$ cat src/rtl/prc_pkg.sv
// Shared constants for the probabilistic replacement controller.
// Assumes a 16-bit estimate and random register; the smoothing weight
// of 0.9 is derived from the estimate width, rounded to nearest.
package prc_pkg;
    localparam int EST_W     = 16;
    localparam int RND_W     = 16;
    localparam logic [RND_W-1:0] RND_SEED = 16'hACE1;
    localparam logic [RND_W-1:0] RND_TAPS = 16'hB400;   // bits 15,13,12,10
    localparam int ALPHA_Q   = (9 * (1 << EST_W) + 5) / 10;   // 58982
    localparam int BLEND_Q   = (1 << EST_W) - ALPHA_Q;        // 6554
    localparam logic [EST_W-1:0] EST_INIT = 16'h8000;
endpackage

$ cat src/rtl/prc_lfsr.sv
// Free-running Fibonacci shift register used as the random source.
// Assumes TAPS selects a maximal-length polynomial and SEED is nonzero.
module prc_lfsr #(
    parameter int            W    = 16,
    parameter logic [W-1:0]  SEED = '1,
    parameter logic [W-1:0]  TAPS = '1
) (
    input  logic         clk,
    input  logic         rst_n,
    output logic [W-1:0] state
);
    logic feedback;

    // Parity of tapped bits forms the incoming bit.
    always_comb feedback = ^(state & TAPS);

    // Advance once per cycle, reload the seed under reset.
    always_ff @(posedge clk) begin
        if (!rst_n) state <= SEED;
        else        state <= {state[W-2:0], feedback};
    end
endmodule

$ cat src/rtl/prc_hit_est.sv
// Exponentially smoothed hit-ratio estimate in unsigned fixed point.
// Assumes ALPHA + BLEND equals 2**W so a hit at full scale cannot overflow.
module prc_hit_est #(
    parameter int           W     = 16,
    parameter int           ALPHA = 58982,
    parameter int           BLEND = 6554,
    parameter logic [W-1:0] INIT  = '0
) (
    input  logic         clk,
    input  logic         rst_n,
    input  logic         upd,
    input  logic         hit,
    output logic [W-1:0] est
);
    localparam logic [W-1:0] ALPHA_V = W'(ALPHA);
    localparam logic [W-1:0] BLEND_V = W'(BLEND);

    logic [2*W-1:0] product;
    logic [W-1:0]   scaled;
    logic [W-1:0]   est_nxt;

    // Decay the old value and add the blend term on a hit.
    always_comb begin
        product = est * ALPHA_V;
        scaled  = product[2*W-1:W];
        est_nxt = hit ? scaled + BLEND_V : scaled;
    end

    // Update the estimate on each lookup.
    always_ff @(posedge clk) begin
        if (!rst_n)   est <= INIT;
        else if (upd) est <= est_nxt;
    end
endmodule

$ cat src/rtl/prc_victim.sv
// Combinational replacement decision for one miss.
// Fills the lowest free way unconditionally; on a full set, grants with
// probability est / 2**W and picks the victim from the low random byte.
module prc_victim #(
    parameter int WAYS  = 4,
    parameter int W     = 16,
    parameter int WAY_W = 2
) (
    input  logic [WAYS-1:0]  valid,
    input  logic [W-1:0]     rnd,
    input  logic [W-1:0]     est,
    output logic             grant,
    output logic [WAY_W-1:0] way
);
    localparam int PICK_W = 8;

    logic             has_free;
    logic [WAY_W-1:0] free_way;
    logic [WAY_W-1:0] rnd_way;

    // Scan from the top so the lowest free way wins.
    always_comb begin
        has_free = 1'b0;
        free_way = '0;
        for (int i = WAYS - 1; i >= 0; i--) begin
            if (!valid[i]) begin
                has_free = 1'b1;
                free_way = WAY_W'(i);
            end
        end
    end

    // Reduce the low random byte to a way index.
    always_comb rnd_way = WAY_W'(32'(rnd[PICK_W-1:0]) % WAYS);

    // Choose between filling a free way and the probability test.
    always_comb begin
        if (has_free) begin
            grant = 1'b1;
            way   = free_way;
        end else begin
            grant = (rnd < est);
            way   = grant ? rnd_way : '0;
        end
    end
endmodule

$ cat src/rtl/prob_repl_ctrl.sv
// Top of the adaptive probabilistic replacement controller.
// Assumes at most one lookup per cycle; the grant and victim for a miss
// are registered and presented in the following cycle.
module prob_repl_ctrl #(
    parameter int WAYS  = 4,
    localparam int WAY_W = (WAYS > 1) ? $clog2(WAYS) : 1
) (
    input  logic                        clk,
    input  logic                        rst_n,
    input  logic                        lookup_vld,
    input  logic                        lookup_hit,
    input  logic [WAYS-1:0]             set_valid,
    output logic                        repl_en,
    output logic [WAY_W-1:0]            repl_way,
    output logic [prc_pkg::EST_W-1:0]   hit_est
);
    import prc_pkg::*;

    logic [RND_W-1:0] rnd;
    logic             grant;
    logic [WAY_W-1:0] way;
    logic             miss;

    prc_lfsr #(.W(RND_W), .SEED(RND_SEED), .TAPS(RND_TAPS)) u_lfsr (
        .clk   (clk),
        .rst_n (rst_n),
        .state (rnd)
    );

    prc_hit_est #(.W(EST_W), .ALPHA(ALPHA_Q), .BLEND(BLEND_Q), .INIT(EST_INIT)) u_est (
        .clk   (clk),
        .rst_n (rst_n),
        .upd   (lookup_vld),
        .hit   (lookup_hit),
        .est   (hit_est)
    );

    prc_victim #(.WAYS(WAYS), .W(EST_W), .WAY_W(WAY_W)) u_victim (
        .valid (set_valid),
        .rnd   (rnd),
        .est   (hit_est),
        .grant (grant),
        .way   (way)
    );

    // A miss is a presented lookup without a hit.
    always_comb miss = lookup_vld && !lookup_hit;

    // Register the decision so it appears one cycle after the miss.
    always_ff @(posedge clk) begin
        if (!rst_n) begin
            repl_en  <= 1'b0;
            repl_way <= '0;
        end else begin
            repl_en  <= miss && grant;
            repl_way <= (miss && grant) ? way : '0;
        end
    end
endmodule

$ cat config.mk
export PLATFORM = sky130hd
export DESIGN_NAME = prob_repl_ctrl
export DESIGN_NICKNAME = d
export VERILOG_FILES = /design/src/rtl/prc_pkg.sv /design/src/rtl/prc_lfsr.sv /design/src/rtl/prc_hit_est.sv /design/src/rtl/prc_victim.sv /design/src/rtl/prob_repl_ctrl.sv
export SDC_FILE = /design/constraint.sdc
export NUM_CORES = 1
export LEC_CHECK = 0
export BUFFER_PORTS_ARGS = -buffer_cell sky130_fd_sc_hd__clkbuf_2
export CORE_MARGIN = 2
export CORE_UTILIZATION = 45
export CTS_BUF_LIST = sky130_fd_sc_hd__clkbuf_8
export DETAILED_ROUTE_END_ITERATION = 10
export GPL_TIMING_DRIVEN = 0
export SKIP_LAST_GASP = 1
export SYNTH_ARGS = -nofsm -noshare
export SYNTH_HDL_FRONTEND = slang
export SYNTH_HIERARCHICAL = 1
export SYNTH_SLANG_ARGS = --single-unit
export TNS_END_PERCENT = 1
$ cat constraint.sdc
create_clock -name clk -period 8.3 [get_ports clk]
set_clock_uncertainty 0.1 [all_clocks]
set_input_delay 1.66 -clock clk [delete_from_list [all_inputs] [get_ports clk]]
set_output_delay 1.66 -clock clk [all_outputs]
set_load 0.03 [all_outputs]
==> metrics.md, run 1 <==
| Metric | Value |
|---|---|
| Grt met2 use | 0.3405 |
| Family with the most delay on the worst path | adder cells |
| Most frequent cells in the layout | inv_1 (147), ha_1 (134), fa_1 (80) |
| CTS H-tree lvls | 2 |
| Synthesized flop and latch total | 35 |
| CP Capture Type | flop |
| IO Pins | 27 |
| Initial antenna violation count | 0 |
| Die W | ~130 µm |
| GP Congestion | just under 0.9 |
| CTS max path bufs | 2 |
| Worst path buffer plus inverter count | 6 |
| Max Cap Viol | 0 |
| Worst min-delay path class | reg2reg |
| Syn Inst Count | 715 |
| GR Util met1 | 0.2825 |
| DR vias/cell | approximately 5.3 |
| Initial Util | 0.4588 |
| Antenna Cells | 0 |
| Mapped Area | 0.006643 mm² |
| Reg area | 700.7 µm² |
| Vias | just under 5000 |
| CORE AREA | 0.01448 mm² |
| Most common cell after layout, fill and taps aside | inv_1 |
| Detailed-placement wirelength estimate | between 10000 and 15000 µm |
| Mapped Nets | between 900 and 1000 |
| Startpoint Class | flop |
| Main combinational cell family by area after synthesis | adder cells |
| CP max stage cell | dfxtp_1 |
| Final-stage net count | 970 |
| IO buf count | 26 |
| PostCTS Resize Cnt | 0 |
| Residual DRC | 0 |
| Post-synth EDFFs | 0 |
| Area of the multi-input gates | 0.005325 mm² |
| Sink Count | 35 |
| Area Growth Syn to Fin | 6.743% |
| Crit path from | u_est/est[4] |
| Worst-path clk slew | approximately 0.070 ns |
| Synth Area in Compound Gates | 0.1501 |
| Crit. path cell count | 23 |
| Height of the chip | between 100 and 150 µm |
| First-pass GRT wire length | 25760 µm |
| Worst-Margin Slew | about 0.72 ns |
| CP max stage delay | between 0.5 and 0.6 ns |
| DR pass1 iterations | 5 |
| Vias in the first global route | 5179 |
| CP Capture Point | u_est/est[15] |
| Number of CTS-inserted buffers | 5 |
| Worst reg2reg path endpoint | u_est/est[15] |
| Sequential-to-total area share from yosys stat | 0.1055 |
| Post-Syn Area per Cell | about 9.3 µm² |
| Final Cell Area | 0.007091 mm² |
| Synth warnings | 6 |
| CP Max Fanout | 8 |
| Top FF cell, synth | dfxtp_1 |
| Largest cells by area after synthesis | ha_1 (25%), fa_1 (24%), dfxtp_1 (11%) |
| Slew Viols, Final | 0 |
| Hold depth | 1 |
| Initial DRC Count | between 200 and 300 |
| Layout cell share with drive strength beyond 1 | 0.08155 |
| Minimum clock period | 7.320 ns |
| Tcrit/Tclk final | 0.8819 |
| Post-synthesis adder-cell area fraction | 0.4935 |
| Row Count | 44 |
| Depth of the worst register-to-register path | 23 |
| Post-synthesis xor/xnor area fraction | 0.04671 |
| Final setup violation count | 0 |
| CTS tree | done |
| Placed cell area | between 0.007 and 0.008 mm² |
| Unrepaired setup endpoints after global routing | false |
| Async S/R FF share, synth | 0 |
| Grt peak-use layer | met2 |
| Total track usage | 0.1998 |
| WL per Instance | ~16 µm |
| Die ar. | ~0.016 mm² |
| Post-Synth Simple-Gate Area | 0.1053 |
| Hold_buf cts | 0 |
| Worst R2R Setup Slack | 0.98 ns |
| Worst skew pair latency | roughly 0.27 ns |
| Max_slew headroom | 0.5198 |
| Largest net degree at the start of global routing | 15 |
| Overflow after GRT | 0 |
| Fin. Hold Viols | 0 |
| Fillers | between 1000 and 1500 |
| WL final | 14930 µm |
| Mux share of post-synthesis cell area | 0.006028 |
| Worst Path Required | between 8 and 9 ns |
| Critical path type | reg2reg |
| Post-route ant nets | 0 |
| Utilization after layout | 0.4897 |
| Fmax achieved | roughly 0.14 GHz |
| RR Startpoint | u_est/est[4] |
| Post-CTS Setup Bufs | 0 |
| Clock root cell | clkbuf_8 |
| Synth top area share | 0.2524 |
| Yosys cell types | 64 |
| TNS Setup | 0 ns |
| Dominant cell type by area after synthesis | ha_1 |
| WP data arrival | around 7.3 ns |
| M3 GR Usage | 0.01326 |
| Outcome | finished, final reports clean |
| Worst path cell trace | inv_1 > fa_1 > inv_1 > fa_1 > fa_1 > inv_1 > fa_1 > inv_1 > fa_1 > inv_1 > fa_1 > inv_1 > ha_1 > and3_1 > nand4_1 > a31o_1 > a211oi_1 > nor2_1 > o211ai_1 > and2_1 > nand2_1 > a2111oi_2 > o221ai_1 |
==> flip-flops by register name (all words and copies together), names as in the netlist <==
name,flops
repl_en,1
repl_way,2
u_est/est,16
u_lfsr/state,16
==> worst min path at each step <==
stage / start / to / slack, ns
2_1_floorplan: u_lfsr/state[9] / u_lfsr/state[10] / 0.32
3_3_place_gp: u_lfsr/state[14] / u_lfsr/state[15] / 0.33
3_5_place_dp: u_lfsr/state[6] / u_lfsr/state[7] / 0.35
4_1_cts: u_lfsr/state[9] / u_lfsr/state[10] / 0.36
5_1_grt: u_lfsr/state[8] / u_lfsr/state[9] / 0.39
6_report: u_lfsr/state[9] / u_lfsr/state[10] / 0.36
==> logic make-up (layout without fill, tap and decap cells) <==
kind of cell    Yosys count  count (layout)
mux                       4               4
xor+xnor                 32              32
buf+inv                 162             195
simple gates            134             134
flops                    35              35
fa+ha+maj               214             214
compound gates          134             134
==> routing by layer <==
layer,part of all wire,wire [µm],up-vias
met5,0,0,-
met4,0.016,238,0
met3,0.031,464,14
met2,0.48,7115,102
met1,0.48,7114,2362
li1,-,-,2453
==> final cells by class <==
| class | count | area share |
|---|---|---|
| Buffer | 15 | 0.009176 |
| Clock inverter | 1 | 0.0007058 |
| Tap cell | 184 | 0.03247 |
| Inverter | 147 | 0.07782 |
| Multi-Input combinational cell | 518 | 0.7510 |
| Timing Repair Buffer | 26 | 0.01835 |
| Sequential cell | 35 | 0.09882 |
| Clock buffer | 6 | 0.01165 |
==> synth_stat cells, drive strengths merged (13+ instances only) <==
| library cell | count |
|---|---|
| nor2 | 32 |
| fa | 80 |
| and2 | 14 |
| o21ai | 28 |
| nand2 | 36 |
| a21oi | 32 |
| dfxtp | 35 |
| xor2 | 13 |
| a211oi | 16 |
| ha | 134 |
| xnor2 | 19 |
| inv | 147 |
==> per-stage QoR <==
step                      cells  worst slack (ns)  hold WS [ns]
after floorplan             715             1.499        0.3177
after global placement      925             1.018        0.3279
after detailed placement    925             1.016        0.3489
after CTS                   932            0.9696        0.3635
after global routing        932            0.5830        0.3936
final                       932            0.9803        0.3616
Power of run 1 is left out: the tool's default activity adds up to more than one toggle a clock period on the data nets, which glitch-free logic cannot reach.
==> run 2, diff against run 1 <==
==> constraint.sdc (replaced) <==
create_clock -name clk -period 7.2 [get_ports clk]
set_clock_uncertainty 0.1 [all_clocks]
set_input_delay 1.44 -clock clk [delete_from_list [all_inputs] [get_ports clk]]
set_output_delay 1.44 -clock clk [all_outputs]
set_load 0.03 [all_outputs]
==> run 2 against run 1 <==
Critical path depth unchanged. Maximum frequency increased by 5.3%. Sequential share of layout area increased by 0.26 points. Flip-flop and latch count unchanged. Cell area increased by 1.8%. First-iteration DRC count decreased by 17%. Die area unchanged. Via count increased by 0.57%. Count of clock-buffer cells in the layout unchanged. Routed wire length increased by 1.4%. Final cell count increased by 0.86%. Critical path type unchanged. Largest cell class unchanged. Highest routed layer unchanged.
==> metrics.md, run 2 (synthesis results as in run 1) <==
| Metric | Value |
|---|---|
| CTS tree | done |
| Fillers | between 1000 and 1500 |
| Max_slew headroom | 0.5198 |
| Worst min-delay path class | reg2reg |
| Die ar. | between 0.015 and 0.02 mm² |
| Worst Path Required | 7.23 ns |
| Number of CTS-inserted buffers | 5 |
| Most frequent cells in the layout | inv_1 (146), ha_1 (133), fa_1 (80) |
| IO Pins | 27 |
| Clock root cell | clkbuf_8 |
| Worst-path clk slew | approximately 0.070 ns |
| WL final | between 15000 and 20000 µm |
| Minimum clock period | 6.950 ns |
| Crit path from | u_est/est[4] |
| Worst-Margin Slew | between 0.7 and 0.8 ns |
| CTS H-tree lvls | 2 |
| WP data arrival | roughly 7.0 ns |
| RR Startpoint | u_est/est[4] |
| Antenna Cells | 0 |
| Vias | around 5000 |
| Initial DRC Count | 239 |
| Fmax achieved | 0.1439 GHz |
| Max Cap Viol | 0 |
| First-pass GRT wire length | ~26000 µm |
| Height of the chip | around 130 µm |
| Row Count | 44 |
| Initial antenna violation count | 0 |
| Vias in the first global route | ~5200 |
| Outcome | finished, final reports clean |
| Total track usage | 0.1998 |
| Slew Viols, Final | 0 |
| Post-route ant nets | 0 |
| GP Congestion | between 0.8 and 0.9 |
| Detailed-placement wirelength estimate | around 13000 µm |
| Initial Util | 0.4588 |
| Overflow after GRT | 0 |
| Final Cell Area | ~0.0072 mm² |
| Final setup violation count | 0 |
| Area Growth Syn to Fin | 8.627% |
| CORE AREA | about 0.014 mm² |
| Worst skew pair latency | between 0.2 and 0.3 ns |
| Sink Count | 35 |
| CTS max path bufs | 2 |
| CP Max Fanout | 8 |
| Final Hold Slack | 0.3614 ns |
| Tcrit/Tclk final | 0.9653 |
| TNS Setup | 0 ns |
| DR vias/cell | 5.276 |
| Top flop regs | u_est/est x16, u_lfsr/state x16, repl_way x2 |
| Utilization after layout | 0.4984 |
| Fin. Hold Viols | 0 |
| Critical path type | reg2reg |
| Residual DRC | 0 |
| Startpoint Class | flop |
| Hold_buf cts | 0 |
| Final-stage net count | between 900 and 1000 |
| WL per Instance | ~16 µm |
| Die W | 125.5 µm |
| CP Capture Type | flop |
| Hold Path Origin | u_lfsr/state[9] |
| DR pass1 iterations | 5 |
| Most common cell after layout, fill and taps aside | inv_1 |
| Layout cell share with drive strength beyond 1 | 0.1204 |
| Placed cell area | 0.007003 mm² |
| IO buf count | 26 |
| Largest net degree at the start of global routing | 15 |
run 2: changes by cell type in the layout (fill, tap and decap cells not counted), moves of 5 or more:
cell,change
dfxtp_1,-15
dfxtp_2,+10
buf_4,+8
dfxtp_4,+5
run 2: area by class of cell:
cell class / count / area, µm² / share of cell area
inverter: 147 / 555.5 / 0.07699
timing repair buffer: 34 / 190.2 / 0.02636
buffer: 15 / 65.06 / 0.009017
clock buffer: 6 / 82.58 / 0.01144
sequential: 35 / 732.0 / 0.1014
clock inverter: 1 / 5.005 / 0.0006936
tap: 184 / 230.2 / 0.03191
multi-input combinational: 518 / 5355 / 0.7422
run 2: final timing paths:
| check | end | slack (ns) | cells past startpoint |
|---|---|---|---|
| setup / recovery | u_est/est[15] | 0.25 | 23 |
| hold / removal | u_lfsr/state[10] | 0.36 | 1 |
| setup reg to reg | u_est/est[15] | 0.25 | 23 |
| hold reg to reg | u_lfsr/state[10] | 0.36 | 1 |
run 2: layer usage:
metal | vias to the layer above | routed length (µm) | global-route usage
met5 | - | 0 | 0
met4 | 0 | 222 | 0.03791
met3 | 12 | 331 | 0.01326
met2 | 86 | 7281 | 0.3405
met1 | 2394 | 7308 | 0.2825
li1 | 2467 | - | -
run 2: repair_timing:
action,in CTS,in global routing
buffers inserted,0,8
pin swaps,0,5
endpoints found under the setup margin,1,3
resized for setup,3,25
run 2: critical path: stages (launching register included):
cell and delay (ns):
dfxtp_4 0.44, clkinvlp_4 0.12, fa_1 0.48, inv_1 0.05, fa_1 0.47, fa_1 0.51, inv_1 0.05, fa_1 0.52
inv_1 0.05, fa_1 0.54, inv_1 0.06, fa_1 0.50, inv_1 0.05, ha_2 0.41, and3_1 0.21, o211ai_1 0.18
o21ai_2 0.23, xor2_2 0.14, ha_1 0.28, o311a_4 0.42, o311ai_4 0.37, nand2_1 0.12, a2111oi_2 0.30, o221ai_1 0.18
run 2: through the flow:
step | worst slack (ns) | instances
after floorplan | 0.3986 | 715
after global placement | -0.08213 | 925
after detailed placement | -0.08399 | 925
after CTS | 0.03382 | 932
after global routing | -0.03207 | 940
final | 0.2496 | 940
Power of run 2 is left out for the same reason.
